==> config.mk <==
export PLATFORM = sky130hd
export DESIGN_NAME = llsc_resv_monitor
export DESIGN_NICKNAME = d
export VERILOG_FILES = /design/src/rtl/llsc_pkg.sv /design/src/rtl/llsc_blk_match.sv /design/src/rtl/llsc_snoop_filter.sv /design/src/rtl/llsc_resv_reg.sv /design/src/rtl/llsc_resv_monitor.sv
export SDC_FILE = /design/constraint.sdc
export NUM_CORES = 1
export LEC_CHECK = 0
export BUFFER_PORTS_ARGS = -buffer_cell sky130_fd_sc_hd__buf_2
export CAP_MARGIN = 25
export CORE_AREA = 2 2 205 207
export DETAILED_ROUTE_END_ITERATION = 16
export DIE_AREA = 0 0 207 209
export PLACE_DENSITY_LB_ADDON = 0.08
export SYNTH_ARGS = -nofsm -noshare
export SYNTH_HDL_FRONTEND = slang
export SYNTH_SLANG_ARGS = --single-unit
==> constraint.sdc <==
create_clock -name clk -period 4.2 [get_ports clk]
set_clock_uncertainty 0.1 [all_clocks]
set_input_delay 1.26 -clock clk [delete_from_list [all_inputs] [get_ports clk]]
set_output_delay 1.26 -clock clk [all_outputs]
set_load 0.02 [all_outputs]
==> src/rtl/llsc_pkg.sv <==
package llsc_pkg;
   typedef enum logic [1:0] {
      RSV_HOLD = 2'd0,
      RSV_KILL = 2'd1,
      RSV_DROP = 2'd2,
      RSV_LOAD = 2'd3
   } rsv_op_e;

   function automatic rsv_op_e pick_op(input logic brk, input logic sc,
                                       input logic ll, input logic snp);
      if (brk)      return RSV_KILL;
      else if (sc)  return RSV_DROP;
      else if (ll)  return RSV_LOAD;
      else if (snp) return RSV_KILL;
      return RSV_HOLD;
   endfunction
endpackage

==> src/rtl/llsc_blk_match.sv <==
module llsc_blk_match #(
   parameter int ADDR_W    = 64,
   parameter int GRAN_LOG2 = 4,
   localparam int TAG_W    = ADDR_W - GRAN_LOG2
) (
   input  logic [ADDR_W-1:0] addr,
   input  logic [TAG_W-1:0]  tag,
   output logic              hit
);
   always_comb hit = (addr[ADDR_W-1:GRAN_LOG2] == tag);
endmodule

==> src/rtl/llsc_snoop_filter.sv <==
module llsc_snoop_filter #(
   parameter int ADDR_W      = 64,
   parameter int GRAN_LOG2   = 4,
   parameter int SNOOP_PORTS = 2,
   localparam int TAG_W      = ADDR_W - GRAN_LOG2
) (
   input  logic [SNOOP_PORTS-1:0]        snp_valid,
   input  logic [SNOOP_PORTS*ADDR_W-1:0] snp_addr,
   input  logic [TAG_W-1:0]              tag,
   output logic                          any_hit
);
   logic [SNOOP_PORTS-1:0] port_hit;

   for (genvar p = 0; p < SNOOP_PORTS; p++) begin : g_port
      logic match;
      llsc_blk_match #(.ADDR_W(ADDR_W), .GRAN_LOG2(GRAN_LOG2)) u_cmp (
         .addr (snp_addr[p*ADDR_W +: ADDR_W]),
         .tag  (tag),
         .hit  (match)
      );
      always_comb port_hit[p] = snp_valid[p] & match;
   end

   always_comb any_hit = |port_hit;
endmodule

==> src/rtl/llsc_resv_reg.sv <==
module llsc_resv_reg
   import llsc_pkg::*;
#(
   parameter int ADDR_W    = 64,
   parameter int GRAN_LOG2 = 4,
   localparam int TAG_W    = ADDR_W - GRAN_LOG2
) (
   input  logic              clk,
   input  logic              rst_n,
   input  rsv_op_e           op,
   input  logic [ADDR_W-1:0] load_addr,
   output logic              valid_q,
   output logic [TAG_W-1:0]  tag_q
);
   always_ff @(posedge clk) begin
      if (!rst_n) begin
         valid_q <= 1'b0;
         tag_q   <= '0;
      end else begin
         unique case (op)
            RSV_HOLD: valid_q <= valid_q;
            RSV_KILL: valid_q <= 1'b0;
            RSV_DROP: valid_q <= 1'b0;
            RSV_LOAD: begin
               valid_q <= 1'b1;
               tag_q   <= load_addr[ADDR_W-1:GRAN_LOG2];
            end
            default:  valid_q <= 1'b0;
         endcase
      end
   end
endmodule

==> src/rtl/llsc_resv_monitor.sv <==
module llsc_resv_monitor
   import llsc_pkg::*;
#(
   parameter int ADDR_W      = 64,
   parameter int DATA_W      = 64,
   parameter int GRAN_LOG2   = 4,
   parameter int SNOOP_PORTS = 2
) (
   input  logic                          clk,
   input  logic                          rst_n,
   input  logic                          ll_valid,
   input  logic [ADDR_W-1:0]             ll_addr,
   input  logic                          sc_valid,
   input  logic [ADDR_W-1:0]             sc_addr,
   input  logic [DATA_W-1:0]             sc_data,
   input  logic                          irq_event,
   input  logic                          exc_event,
   input  logic [SNOOP_PORTS-1:0]        snoop_valid,
   input  logic [SNOOP_PORTS*ADDR_W-1:0] snoop_addr,
   output logic                          mem_we,
   output logic [ADDR_W-1:0]             mem_addr,
   output logic [DATA_W-1:0]             mem_wdata,
   output logic                          status_valid,
   output logic [DATA_W-1:0]             status_value,
   output logic                          resv_valid
);
   localparam int TAG_W = ADDR_W - GRAN_LOG2;

   if (GRAN_LOG2 < 0 || GRAN_LOG2 >= ADDR_W) begin : g_bad_gran
      $error("GRAN_LOG2 must lie in [0, ADDR_W)");
   end
   if (SNOOP_PORTS < 1) begin : g_bad_ports
      $error("SNOOP_PORTS must be at least 1");
   end
   if (DATA_W < 1) begin : g_bad_data
      $error("DATA_W must be at least 1");
   end

   logic             valid_q;
   logic [TAG_W-1:0] tag_q;
   logic             sc_in_blk;
   logic             snp_hit;
   logic             brk;
   logic             commit;
   rsv_op_e          op;

   llsc_blk_match #(.ADDR_W(ADDR_W), .GRAN_LOG2(GRAN_LOG2)) u_sc_cmp (
      .addr (sc_addr),
      .tag  (tag_q),
      .hit  (sc_in_blk)
   );

   llsc_snoop_filter #(
      .ADDR_W(ADDR_W), .GRAN_LOG2(GRAN_LOG2), .SNOOP_PORTS(SNOOP_PORTS)
   ) u_snoop (
      .snp_valid (snoop_valid),
      .snp_addr  (snoop_addr),
      .tag       (tag_q),
      .any_hit   (snp_hit)
   );

   always_comb begin
      brk    = irq_event | exc_event;
      commit = sc_valid & valid_q & sc_in_blk & ~brk & ~snp_hit;
      op     = pick_op(brk, sc_valid, ll_valid, valid_q & snp_hit);
   end

   llsc_resv_reg #(.ADDR_W(ADDR_W), .GRAN_LOG2(GRAN_LOG2)) u_resv (
      .clk       (clk),
      .rst_n     (rst_n),
      .op        (op),
      .load_addr (ll_addr),
      .valid_q   (valid_q),
      .tag_q     (tag_q)
   );

   always_comb begin
      mem_we       = commit;
      mem_addr     = sc_addr;
      mem_wdata    = sc_data;
      status_valid = sc_valid;
      status_value = '0;
      status_value[0] = commit;
      resv_valid   = valid_q;
   end
endmodule

* Yosys cells after proc, flatten, opt, wreduce, memory -nomap -nowiden
Index checks and enable logic that the tools add are counted. Widths: inputs -> output; s select.
Word-level totals: register bits after elaboration 61, bits in latches 0, memory bits (writable) 0, ROM bits 0, output and inout port bits 195, memories kept 0
Cells by class: $add $sub $neg 0, multiply operators 0, divide/modulo/power cells 0, magnitude comparators 0, equality and inequality tests 6, shift-type cells 0, multiplexer cells 10, bitwise gates (word level) 10, reductions and logical operators 3
Operators with widths (number):
- $eq 60x60->1 | 3
- $mux 2 | 5
- $and 1x1->1 | 7
- $eq 2x2->1 const B | 2
- $mux 1 | 4
- $reduce_or 2->1 | 2
- $eq 2x1->1 const B | 1
- $logic_not 2->1 | 1
- $not 1->1 | 2
- $pmux 1 s2 | 1
- $or 1x1->1 | 1

* Longest topological paths before layout
depth in word-level cells 12, depth in mapped cells 8

* By module
A second synthesis with hierarchy kept.
Unflattened totals: cells, all modules 719, area, all modules 6157.2 um^2
By module, submodules not included:
- llsc_resv_reg | instances 1, cells each 278, area each 2688.8 um^2, sequential area each 1221.2 um^2
- llsc_blk_match | instances 3, cells each 80, area each 655.6 um^2, sequential area each 0.0 um^2
- llsc_resv_monitor | instances 1, cells each 200, area each 1492.7 um^2, sequential area each 0.0 um^2
- llsc_snoop_filter | instances 1, cells each 1, area each 8.8 um^2, sequential area each 0.0 um^2

* Least setup slack after synthesis
Ideal clock, no wire load.
kind input to output, start input port sc_addr[18], end output port status_value[0], arrival 3171 ps, data required time 2840 ps, slack -331 ps, stages on the path 7, buffers on the path 1, path through xor2_1 nor4_1 nand4_1 nor4_1 nand4_1 nor4_1 buf_4
Between the ends: cells in the longest elaborated chain, start to end 4
RTL lines:
- start, declared | RTL line llsc_resv_monitor.sv:14 | input logic [ADDR_W-1:0] sc_addr,
- $eq 60x60->1 | RTL line llsc_blk_match.sv:10 | always_comb hit = (addr[ADDR_W-1:GRAN_LOG2] == tag);
- $and 1x1->1 (3 in series) | RTL line llsc_resv_monitor.sv:64 | commit = sc_valid & valid_q & sc_in_blk & ~brk & ~snp_hit;
- end, declared | RTL line llsc_resv_monitor.sv:24 | output logic [DATA_W-1:0] status_value,
No other way between the ends.

* Final worst setup path
start input port sc_addr[16], end output port status_value[0]
The elaborated chain is that of the path after synthesis.

==> results.txt <==
Initial DRC Count: 284
RSZ-0062 raised after global routing: true
DP Wirelength: 34,020 um
most common cell in the netlist: buf_4
Crit path top cell by count: buf_4
worst setup margin: -0.4986 ns
max capacitance violation total: 0
CTS Hold Bufs: 0
Pre-antenna DRT Iters: 4
largest net degree at the start of global routing: 60
failing checks: setup timing
Unique masters post-synth: 39
Die W: 207 um
CP peak stage delay: 0.34 ns
post-route minimum period: 4.699 ns
Worst Path Max Fanout: 2
fin. max-slew vios: 0
crit path max-delay cell type: nor4_2
RePlAce Congestion: 0.8413
clock tree sinks: 61
Final ANT Viol Nets: 0
Slew Limit Headroom: 44.91%
Top FF cell, synth: dfxtp_1
status: finished with violations
final setup vio count: 2
ys async rst share: 0%
fill count: 4,745
port bufs: 311
Max clock buf depth: 2
Yosys warnings: 0
Synth Area in Adders: 0%
setup tns final: -0.9972 ns
crit end category: output port
Peak VDD IR: 0.0002127 V
crit path cell chain: buf_6, xor2_1, nor4_2, buf_4, nand4_1, nor4_2, buf_4, nand4_1, nor4_4, buf_4, buf_6
largest area contributor in the synthesized netlist: buf_4
Required @ worst endpoint: 2.84 ns
layout cells sized above 1: 39.68%
Seq cells post-synth: 61
Core ar.: 0.04129 sq mm
fmax: 212.8 MHz
Power Dens Cells: 230.8 mW/mm^2
routed wire length per instance: 23.08 um
Worst EP arrival: 3.34 ns
synthesis-to-layout area growth: 35.63%
grt ovf: 0
Vias/cell: 3.879
# DRC: 0
nets: 1,453
largest family of logic cells by synthesized area: buffers and inverters
Core Rows: 75
register area share after synthesis: 19.21%
post-synthesis simple-gate area fraction: 25.35%
io pins: 523
routed vias: 6,540
initial antenna violation count: 36
Synth Area in Compound Gates: 11.71%
synthesized area: 0.006356 sq mm
leakage power: 3.702 nW
synthesized area per cell: 7.495 sq um
Total Routing Usage GR: 17.71%
startpoint types: primary input
clock slew at reported path FFs: 0.06 ns
Initial Utilization: 15.39%
top cells by area, synth: buf_4, dfxtp_1, xnor2_1, nand2_1, a21boi_0
clock root buffer: clkbuf_16
HP Class: flip-flop to flip-flop
Final Cycle Share: 111.9%
final non-filler cell total: 1,686
final hold vios: 0
post-synthesis mux area share: 0%
vias in the first global route: 6,810
Die Area: 0.04326 sq mm
CTS buffer count: 9
CTS HTree Levels: 3
Setup CP Type: primary input to output port
Final Util: 20.88%
top cells by count, synth: buf_4, nand2_1, xnor2_1
Placed Cells incl. Taps: 1,652
Synth Area in XOR/XNOR: 17.50%
Worst-Margin Slew: 0.8263 ns
wirelength, routed: 38,910 um
latest clock arrival within the worst-skew pair: 0.37 ns
share of the synthesized area in the top cell type: 22.80%
Post-synth EDFFs: 0
Post-Syn Instances: 848
CTS tree: done
first-pass GRT wire length: 52,430 um
Die Span Y: 209 um
-- power breakdown --
part / leakage, nW / switching, mW / internal [mW]
registers: 0.494 / 0.0239 / 0.591
clock network: 0.139 / 0.331 / 0.445
logic: 3.07 / 0.334 / 0.265
-- stage by stage --
stage | total power, mW | setup slack, ns | hold slack [ns] | area, sq um
6_report | 1.990 | -0.4986 | 0.3939 | 8621
5_1_grt | 2.101 | -0.6554 | 0.4224 | 8596
4_1_cts | 2.033 | -0.5696 | 0.3990 | 8523
3_5_place_dp | 1.224 | -1.017 | 0.3936 | 8119
3_3_place_gp | 1.224 | -1.127 | 0.3871 | 8119
2_1_floorplan | 1.059 | 0.05147 | 0.3758 | 6611
-- placed cells by master, fill, tap and decap left out, drive strengths merged, types with 2 or more instances in the layout --
master   count
o21ai        3
nor2         4
nor4        35
dfxtp       61
nand2b      60
a21boi      60
a22o         4
xnor2       79
o2111ai      8
nand4b       2
o221ai       2
o2bb2ai      4
xor2        48
nand4       49
diode       18
nand3       12
nand3b       2
inv         34
o22ai       10
nand2      136
conb        63
a221oi       2
buf        418
clkbuf      14
nor3         5
-- worst max-delay path, delay by kind of cell --
kind | cells | cell delay [ns]
buffers and inverters | 5 | 0.74
AND/OR/NAND/NOR | 5 | 1.21
XOR/XNOR | 1 | 0.14
-- final cells by class --
type                       count  area (sq um)  share of cell area, %
antenna                       18         45.04                 0.5225
clock buffer                  14         274.0                  3.179
clock inverter                 1         5.005                0.05806
inverter                      34         127.6                  1.480
multi-input combinational    601          3854                  44.70
sequential                    61          1221                  14.17
tap                          539         674.4                  7.823
timing repair buffer         418          2420                  28.07
-- metal layers --
metal / vias up / part of all wire (%) / wire (um) / track usage [%]
met5: - / 0.50 / 194 / 0
met4: 32 / 3.1 / 1199 / 6.700
met3: 102 / 7.5 / 2908 / 6.492
met2: 285 / 48 / 18570 / 30.23
met1: 2946 / 41 / 16040 / 20.11
li1: 3175 / - / - / -
-- final timing paths --
path	depth (start not counted)	slack, ns	end	start
setup / recovery	11	-0.50	status_value[0]	sc_addr[16]
hold / removal	2	0.39	u_resv.valid_q	u_resv.valid_q
setup reg to reg	8	1.58	u_resv.valid_q	u_resv.tag_q[32]
hold reg to reg	2	0.39	u_resv.valid_q	u_resv.valid_q
-- timing repair --
item | in CTS | in global routing
resized for setup | 21 | 7
pin swaps | 7 | 2
setup endpoints to repair | 2 | 2
setup buffers | 1 | 0
-- logic make-up (layout without fill, tap and decap cells) --
group,after synthesis,in the layout
flops,61,61
xor+xnor,127,127
compound gates,98,98
other cells,1,81
buf+inv,248,467
simple gates,313,313
-- state kept, by name, summed over array words and instances, names as in the netlist --
signal          count
u_resv.tag_q       60
u_resv.valid_q      1
No activity file was read; power rests on OpenSTA's default activity.
